===== src/rtl/deser_pkg.sv =====
package deser_pkg;

    localparam int WORD_W      = 4;
    localparam int SYNC_STAGES = 2;

    typedef enum logic [1:0] {
        SRC_NONE = 2'b00,
        SRC_LOOP = 2'b01,
        SRC_RAW  = 2'b10,
        SRC_REC  = 2'b11
    } src_e;

    function automatic logic src_active(input src_e s);
        return s != SRC_NONE;
    endfunction

endpackage


===== src/rtl/deser_src_mux.sv =====
module deser_src_mux
    import deser_pkg::*;
(
    input  logic       clk_i,
    input  logic       rst_i,
    input  logic [1:0] sel_i,
    input  logic       rec_bit_i,
    input  logic       raw_bit_i,
    input  logic       loop_bit_i,
    output logic       bit_o,
    output logic       active_o
);

    logic raw_fall_q;
    src_e sel;

    assign sel = src_e'(sel_i);

    // raw line is captured half a cycle early, on the falling edge
    always_ff @(negedge clk_i) begin
        if (rst_i) raw_fall_q <= 1'b0;
        else       raw_fall_q <= raw_bit_i;
    end

    always_comb begin
        unique case (sel)
            SRC_REC:  bit_o = rec_bit_i;
            SRC_RAW:  bit_o = raw_fall_q;
            SRC_LOOP: bit_o = loop_bit_i;
            default:  bit_o = 1'b0;
        endcase
        active_o = src_active(sel);
    end

endmodule


===== src/rtl/deser_slip_sync.sv =====
module deser_slip_sync #(
    parameter int STAGES = deser_pkg::SYNC_STAGES
) (
    input  logic clk_i,
    input  logic rst_i,
    input  logic req_i,
    output logic slip_o
);

    logic [STAGES-1:0] meta_q;
    logic              prev_q;
    logic              held;
    logic              held_d_q;

    always_ff @(posedge clk_i) begin
        if (rst_i) begin
            meta_q   <= '0;
            prev_q   <= 1'b0;
            held_d_q <= 1'b0;
        end else begin
            meta_q   <= {meta_q[STAGES-2:0], req_i};
            prev_q   <= meta_q[STAGES-1];
            held_d_q <= held;
        end
    end

    // request must be seen on two consecutive synchronized samples
    assign held   = meta_q[STAGES-1] & prev_q;
    assign slip_o = held & ~held_d_q;


    single_slip_chk: assert property (@(posedge clk_i) disable iff (rst_i)
        slip_o |=> !slip_o);

endmodule


===== src/rtl/deser_word_asm.sv =====
module deser_word_asm #(
    parameter int WORD_W = deser_pkg::WORD_W,
    localparam int CNT_W = $clog2(WORD_W)
) (
    input  logic              clk_i,
    input  logic              rst_i,
    input  logic              bit_i,
    input  logic              active_i,
    input  logic              slip_i,
    output logic [WORD_W-1:0] word_o,
    output logic              vld_o,
    output logic [CNT_W-1:0]  cnt_next_o,
    output logic              done_o
);

    logic [CNT_W-1:0]  cnt_q;
    logic [WORD_W-1:0] acc_q;
    logic [WORD_W-1:0] acc_nx;
    logic              take;

    assign take   = active_i & ~slip_i;
    assign done_o = take & (cnt_q == CNT_W'(WORD_W - 1));

    always_comb begin
        acc_nx = acc_q;
        if (take) acc_nx[cnt_q] = bit_i;
        if (done_o)    cnt_next_o = '0;
        else if (take) cnt_next_o = cnt_q + CNT_W'(1);
        else           cnt_next_o = cnt_q;
    end

    always_ff @(posedge clk_i) begin
        if (rst_i) begin
            cnt_q  <= '0;
            acc_q  <= '0;
            word_o <= '0;
            vld_o  <= 1'b0;
        end else begin
            cnt_q <= cnt_next_o;
            acc_q <= acc_nx;
            vld_o <= done_o;
            if (!active_i)   word_o <= '0;
            else if (done_o) word_o <= acc_nx;
        end
    end


    vld_spacing_chk: assert property (@(posedge clk_i) disable iff (rst_i)
        vld_o |=> !vld_o);


    unused_idle_chk: assert property (@(posedge clk_i) disable iff (rst_i)
        !active_i |=> (word_o == '0) && !vld_o);


    slip_hold_chk: assert property (@(posedge clk_i) disable iff (rst_i)
        slip_i |=> $stable(cnt_q));

endmodule


===== src/rtl/deser_pclk_gen.sv =====
module deser_pclk_gen #(
    parameter int WORD_W = deser_pkg::WORD_W,
    localparam int CNT_W = $clog2(WORD_W)
) (
    input  logic             clk_i,
    input  logic             rst_i,
    input  logic             ddr_i,
    input  logic [CNT_W-1:0] cnt_next_i,
    input  logic             done_i,
    output logic             pclk_o
);

    always_ff @(posedge clk_i) begin
        if (rst_i)      pclk_o <= 1'b0;
        else if (ddr_i) pclk_o <= pclk_o ^ done_i;
        else            pclk_o <= (cnt_next_i < CNT_W'(WORD_W / 2));
    end


    pclk_align_chk: assert property (@(posedge clk_i) disable iff (rst_i)
        (!ddr_i && done_i) |=> pclk_o);


    ddr_toggle_chk: assert property (@(posedge clk_i) disable iff (rst_i)
        (ddr_i && done_i) |=> (pclk_o != $past(pclk_o)));

endmodule


===== src/rtl/deser_bitslip.sv =====
module deser_bitslip #(
    parameter int WORD_W      = deser_pkg::WORD_W,
    parameter int SYNC_STAGES = deser_pkg::SYNC_STAGES,
    localparam int CNT_W      = $clog2(WORD_W)
) (
    input  logic              clk_i,
    input  logic              rst_i,
    input  logic [1:0]        src_sel_i,
    input  logic              rec_bit_i,
    input  logic              raw_bit_i,
    input  logic              loop_bit_i,
    input  logic              sync_req_i,
    input  logic              ddr_mode_i,
    output logic [WORD_W-1:0] word_o,
    output logic              word_vld_o,
    output logic              pclk_o
);

    logic             ser_bit;
    logic             ser_active;
    logic             slip;
    logic [CNT_W-1:0] cnt_next;
    logic             word_done;

    deser_src_mux u_mux (
        .clk_i      (clk_i),
        .rst_i      (rst_i),
        .sel_i      (src_sel_i),
        .rec_bit_i  (rec_bit_i),
        .raw_bit_i  (raw_bit_i),
        .loop_bit_i (loop_bit_i),
        .bit_o      (ser_bit),
        .active_o   (ser_active)
    );

    deser_slip_sync #(.STAGES(SYNC_STAGES)) u_sync (
        .clk_i  (clk_i),
        .rst_i  (rst_i),
        .req_i  (sync_req_i),
        .slip_o (slip)
    );

    deser_word_asm #(.WORD_W(WORD_W)) u_asm (
        .clk_i      (clk_i),
        .rst_i      (rst_i),
        .bit_i      (ser_bit),
        .active_i   (ser_active),
        .slip_i     (slip),
        .word_o     (word_o),
        .vld_o      (word_vld_o),
        .cnt_next_o (cnt_next),
        .done_o     (word_done)
    );

    deser_pclk_gen #(.WORD_W(WORD_W)) u_pclk (
        .clk_i      (clk_i),
        .rst_i      (rst_i),
        .ddr_i      (ddr_mode_i),
        .cnt_next_i (cnt_next),
        .done_i     (word_done),
        .pclk_o     (pclk_o)
    );

endmodule


===== config.mk =====
export PLATFORM = sky130hd
export DESIGN_NAME = deser_bitslip
export DESIGN_NICKNAME = d
export VERILOG_FILES = /design/src/rtl/deser_pkg.sv /design/src/rtl/deser_src_mux.sv /design/src/rtl/deser_slip_sync.sv /design/src/rtl/deser_word_asm.sv /design/src/rtl/deser_pclk_gen.sv /design/src/rtl/deser_bitslip.sv
export SDC_FILE = /design/constraint.sdc
export NUM_CORES = 1
export LEC_CHECK = 0
export BUFFER_PORTS_ARGS = -buffer_cell sky130_fd_sc_hd__buf_2
export CORE_UTILIZATION = 45
export CTS_CLUSTER_DIAMETER = 120
export DETAILED_ROUTE_END_ITERATION = 7
export PLACE_DENSITY = 0.79
export SYNTH_ARGS = -nofsm -noshare
export SYNTH_HDL_FRONTEND = slang
export SYNTH_SLANG_ARGS = --single-unit

===== constraint.sdc =====
create_clock -name clk_i -period 1.4 [get_ports clk_i]
set_clock_uncertainty 0.2 [all_clocks]
set_input_delay 0.21 -clock clk_i [delete_from_list [all_inputs] [get_ports clk_i]]
set_output_delay 0.21 -clock clk_i [all_outputs]
set_load 0.01 [all_outputs]

# [Word-level counts from Yosys, hierarchy flattened]
# Index checks and enable logic that the tools add are counted.
[totals] regBits=17 inputBits=9
[classes] add_sub_neg=1 magnitude_cmp=3 n_eq_ne=4 mux=8 bitwise=8 reduce_logical=3
[op_table] op="2-bit == test (second input constant)" count=3
[op_table] op="1-bit bitwise AND" count=4
[op_table] op="4-bit bitwise mux" count=1
[op_table] op="2-bit two-way mux" count=2
[op_table] op="4-bit two-way mux" count=1
[op_table] op="2-bit by 3-bit < comparator with 1-bit output (second input constant)" count=1
[op_table] op="1-bit NOT" count=3
[op_table] op="1-bit case mux with 3 select lines" count=1
[op_table] op="2-bit by 1-bit adder with 2-bit output (second input constant)" count=1
[op_table] op="1-bit demux with 2-bit select" count=1
[op_table] op="2-bit by 1-bit == test with 1-bit output (second input constant)" count=1
[op_table] op="2-bit by 1-bit greater-or-equal comparator with 1-bit output (second input constant)" count=1
[op_table] op="2-bit < comparator (second input constant)" count=1
[op_table] op="1-bit two-way mux" count=2
[op_table] op="2-bit nonzero test" count=1
[op_table] op="2-bit OR reduction" count=1
[op_table] op="1-bit logical AND" count=1
[op_table] op="1-bit XOR" count=1

# [Depth between registers and ports, before layout]
[logic_depth] word_depth=8 mapped_depth=5

# [Modules after synthesis]
# A second synthesis with hierarchy kept.
[hier_totals] hier_cells=69 hier_area_um2=700.7
[modules_own_cells] module="deser_word_asm" instances=1 cells_each=49 area_per_inst_um2=476.7
[modules_own_cells] module="deser_slip_sync" instances=1 cells_each=9 area_per_inst_um2=116.4
[modules_own_cells] module="deser_src_mux" instances=1 cells_each=7 area_per_inst_um2=60.1
[modules_own_cells] module="deser_pclk_gen" instances=1 cells_each=4 area_per_inst_um2=47.5

==> key figures <==
Timing
  – Worst slew pin tran: roughly 0.26 ns
  – RSZ-0062 raised after global routing: yes
  – Final Hold Viols: 0
  – Setup Viol. Count Final: 8
  – Slew Viols, Final: 0
  – Rel. slew slack: 0.8251
  – Setup tns final: -4.283 ns
  – Final WS setup: -0.6611 ns

Worst setup path
  – Crit Path Max Fanout: 7
  – CP max stage delay: about 0.29 ns
  – CP endpoint kind: register
  – Req. time, crit path: roughly 1.4 ns
  – Critical path class: reg -> reg
  – Worst reg2reg path depth: 4
  – Critical-path cell list: mux2_4 -> a21oi_4 -> a211o_1 -> a21oi_2
  – Cell type of the slowest stage on the worst timing path: dfxtp_1
  – Worst Path Arrival: between 2 and 2.5 ns
  – CP startpoint kind: register

Pwr
  – Pwr dens: 1043 nW/µm²
  – Max rail drop VDD: 0.5096 mV
  – Leakage power: 0.3683 nW

GRT
  – Total GRT Usage: 0.1804
  – Global-route wire length before repair: 1966 µm
  – Initial antenna violation count: 0
  – GRT Residual Overflow: 0
  – Largest net degree at the start of global routing: 12
  – Number of global-route vias before repair: just over 500

Route
  – WL/cell: 11.96 µm
  – Initial DRC count: 8
  – DR pass1 iterations: 4
  – Final WL: approximately 1300 µm
  – DR vias: 583
  – Residual DRC: 0
  – ANT nets after route: 0
  – Drt via density: 5.349

Cells and area
  – Fin area: a little under 900 µm²
  – Area occupied by multi-input gates: between 300 and 400 µm²
  – Area grow syn2layout: 25.85%
  – Layout cell share with drive strength beyond 1: 0.3511
  – Register cell area after layout: around 320 µm²
  – FILL cells: roughly 120
  – Finished Layout Cells: 109
  – Nets@finish: 108
  – Antenna Cells: 0

Logic synthesis
  – Area fraction in compound gates after synthesis: 0.2208
  – Adder-cell area share of the yosys netlist: 0.07181
  – Synth Area in Simple Gates: 0.1921
  – Largest family of logic cells by synthesized area: compound AO/OA/AOI/OAI gates
  – YS warnings: 0
  – Synthesized flop and latch total: 16
  – Average cell area after synthesis: approximately 10 µm²
  – Post-Syn Nets: between 80 and 90
  – Sequential-to-total area share from yosys stat: 0.4596
  – Mapped Cells: slightly above 70
  – Asr flop ratio synth: 0
  – Top cell type's share of synthesized area: 0.4596
  – Main synth FF type: dfxtp_1
  – Synth Area in XOR/XNOR: 0.01257
  – EDFF count, synth: 0
  – Unique masters post-synth: 25
  – Mux share of post-synthesis cell area: 0.02154
  – Netlist Area Pre-Place: 696.9 µm²
  – Most numerous cell in the Yosys netlist: dfxtp_1
  – Synth area leaders: dfxtp_1 (46%), a21oi_1 (7.9%), ha_1 (7.2%)
  – Synth top cells by count: dfxtp_1 (16), a21oi_1 (11), nor2_1 (7)
  – Synth area leader: dfxtp_1

Die
  – DIE AREA: between 1500 and 2000 µm²
  – Row count: 13
  – Die X-Extent: 41.36 µm
  – Die Span Y: about 41 µm
  – Initial Utilization: 0.5101
  – Core Area: between 1000 and 1500 µm²
  – I/O Pins: 15

Placement
  – PortBufs: 14
  – Worst slack, placed: -0.6118 ns
  – Dpl cell area: between 800 and 900 µm²
  – Placed cells: 103
  – Final HPWL DP: 981.1 µm
  – GPL Wtd Cong: 0.8462

Clocking
  – Clock root buffer: clkbuf_4
  – CTS max path bufs: 2
  – Clk pin slew, worst setup/hold paths: about 0.09 ns
  – H-tree Lvls: 1
  – Inserted Clock Buffers: 3
  – Clock Sinks: 16
  – Worst-Skew Late Latency: roughly 0.34 ns
  – CTS tree: yes

Outcome
  – Status: finished, violations left
  – Failing checks: negative setup slack

Min path
  – Worst hold stages: 3
  – Hold WC Path Type: in -> reg

Run
  – MaxCap Viol Count: 0
==> sequential cells by signal, indices dropped and copies added (netlist names) <==
signal and count:
u_asm.word_o 4, u_asm.acc_q 3, u_asm.cnt_q 2, u_sync.meta_q 2, u_asm.vld_o 1, u_mux.raw_fall_q 1
u_pclk.pclk_o 1, u_sync.held_d_q 1, u_sync.prev_q 1
==> kinds of logic (layout without fill, tap and decap cells) <==
kind of cell,Yosys count,count (layout)
mux,1,1
xor+xnor,1,1
flops,16,16
fa+ha+maj,4,4
buf+inv,4,27
compound gates,22,22
simple gates,23,23
==> cells in the final DEF (no fill, tap or decap), drive strengths merged, types with 2 or more instances in the layout <==
| cell | Yosys | final |
|---|---|---|
| buf | 0 | 18 |
| ha | 4 | 4 |
| a311oi | 4 | 4 |
| dfxtp | 16 | 16 |
| a21oi | 12 | 12 |
| inv | 3 | 3 |
| clkbuf | 1 | 3 |
| nor2b | 4 | 4 |
| nor2 | 8 | 8 |
| a211o | 3 | 3 |
| nand2 | 4 | 4 |
| dlygate4sd3 | 0 | 2 |
| and3b | 2 | 2 |
==> worst max-delay path: cells and delay by family, from the launching register on <==
family             cells  cell delay [ns]
AOI/OAI and AO/OA      3             0.44
DFF                    1             0.29
muxes                  1             0.27
==> layer usage <==
metal  track usage  share of wire  wire (µm)  up-vias
met5             0              0          0        -
met4        0.1048          0.019         25        0
met3       0.03191          0.041         53        5
met2        0.3008           0.46        596       18
met1        0.2157           0.48        630      260
li1              -              -          -      300
==> what timing repair did <==
| item | CTS | global route |
|---|---|---|
| setup buffers | 0 | 0 |
| cloned | 0 | 0 |
| setup endpoints to repair | 8 | 8 |
| pin swaps | 1 | 2 |
| endpoints found under the hold margin | 2 | 0 |
| hold buffers | 2 | 0 |
| resized for setup | 1 | 2 |
==> metrics by stage <==
stage / power (mW) / utilization / hold slack, ns
finish: 0.9151 / 0.6419 / 0.07302
global route: 0.9572 / 0.6419 / 0.08411
CTS: 0.9177 / 0.6355 / 0.06900
detailed placement: 0.6677 / 0.5980 / 0.2110
global placement: 0.6619 / 0.5980 / 0.2085
floorplan: 0.6173 / - / 0.08161
==> power breakdown <==
part | switching [mW] | leakage [nW] | internal, mW
clock | 0.151 | 0.0207 | 0.107
combinational | 0.0822 | 0.216 | 0.0755
sequential | 0.0157 | 0.132 | 0.483
total | 0.249 | 0.368 | 0.666
==> worst paths after layout <==
path | from | end | slack, ns
hold / removal | rst_i | u_pclk.pclk_o | 0.07
hold reg to reg | u_sync.meta_q[0] | u_sync.meta_q[1] | 0.25
setup / recovery | u_mux.raw_fall_q | u_asm.word_o[2] | -0.66
setup reg to reg | u_mux.raw_fall_q | u_asm.word_o[2] | -0.66
==> area by class of cell <==
| type | count | area share |
|---|---|---|
| Clock buffer | 3 | 0.02568 |
| Clock inverter | 2 | 0.008559 |
| Inverter | 2 | 0.008559 |
| Multi-Input combinational cell | 51 | 0.4308 |
| Sequential cell | 16 | 0.3680 |
| Tap cell | 15 | 0.02140 |
| Timing Repair Buffer | 20 | 0.1369 |
(Power assumes the default switching activity.)
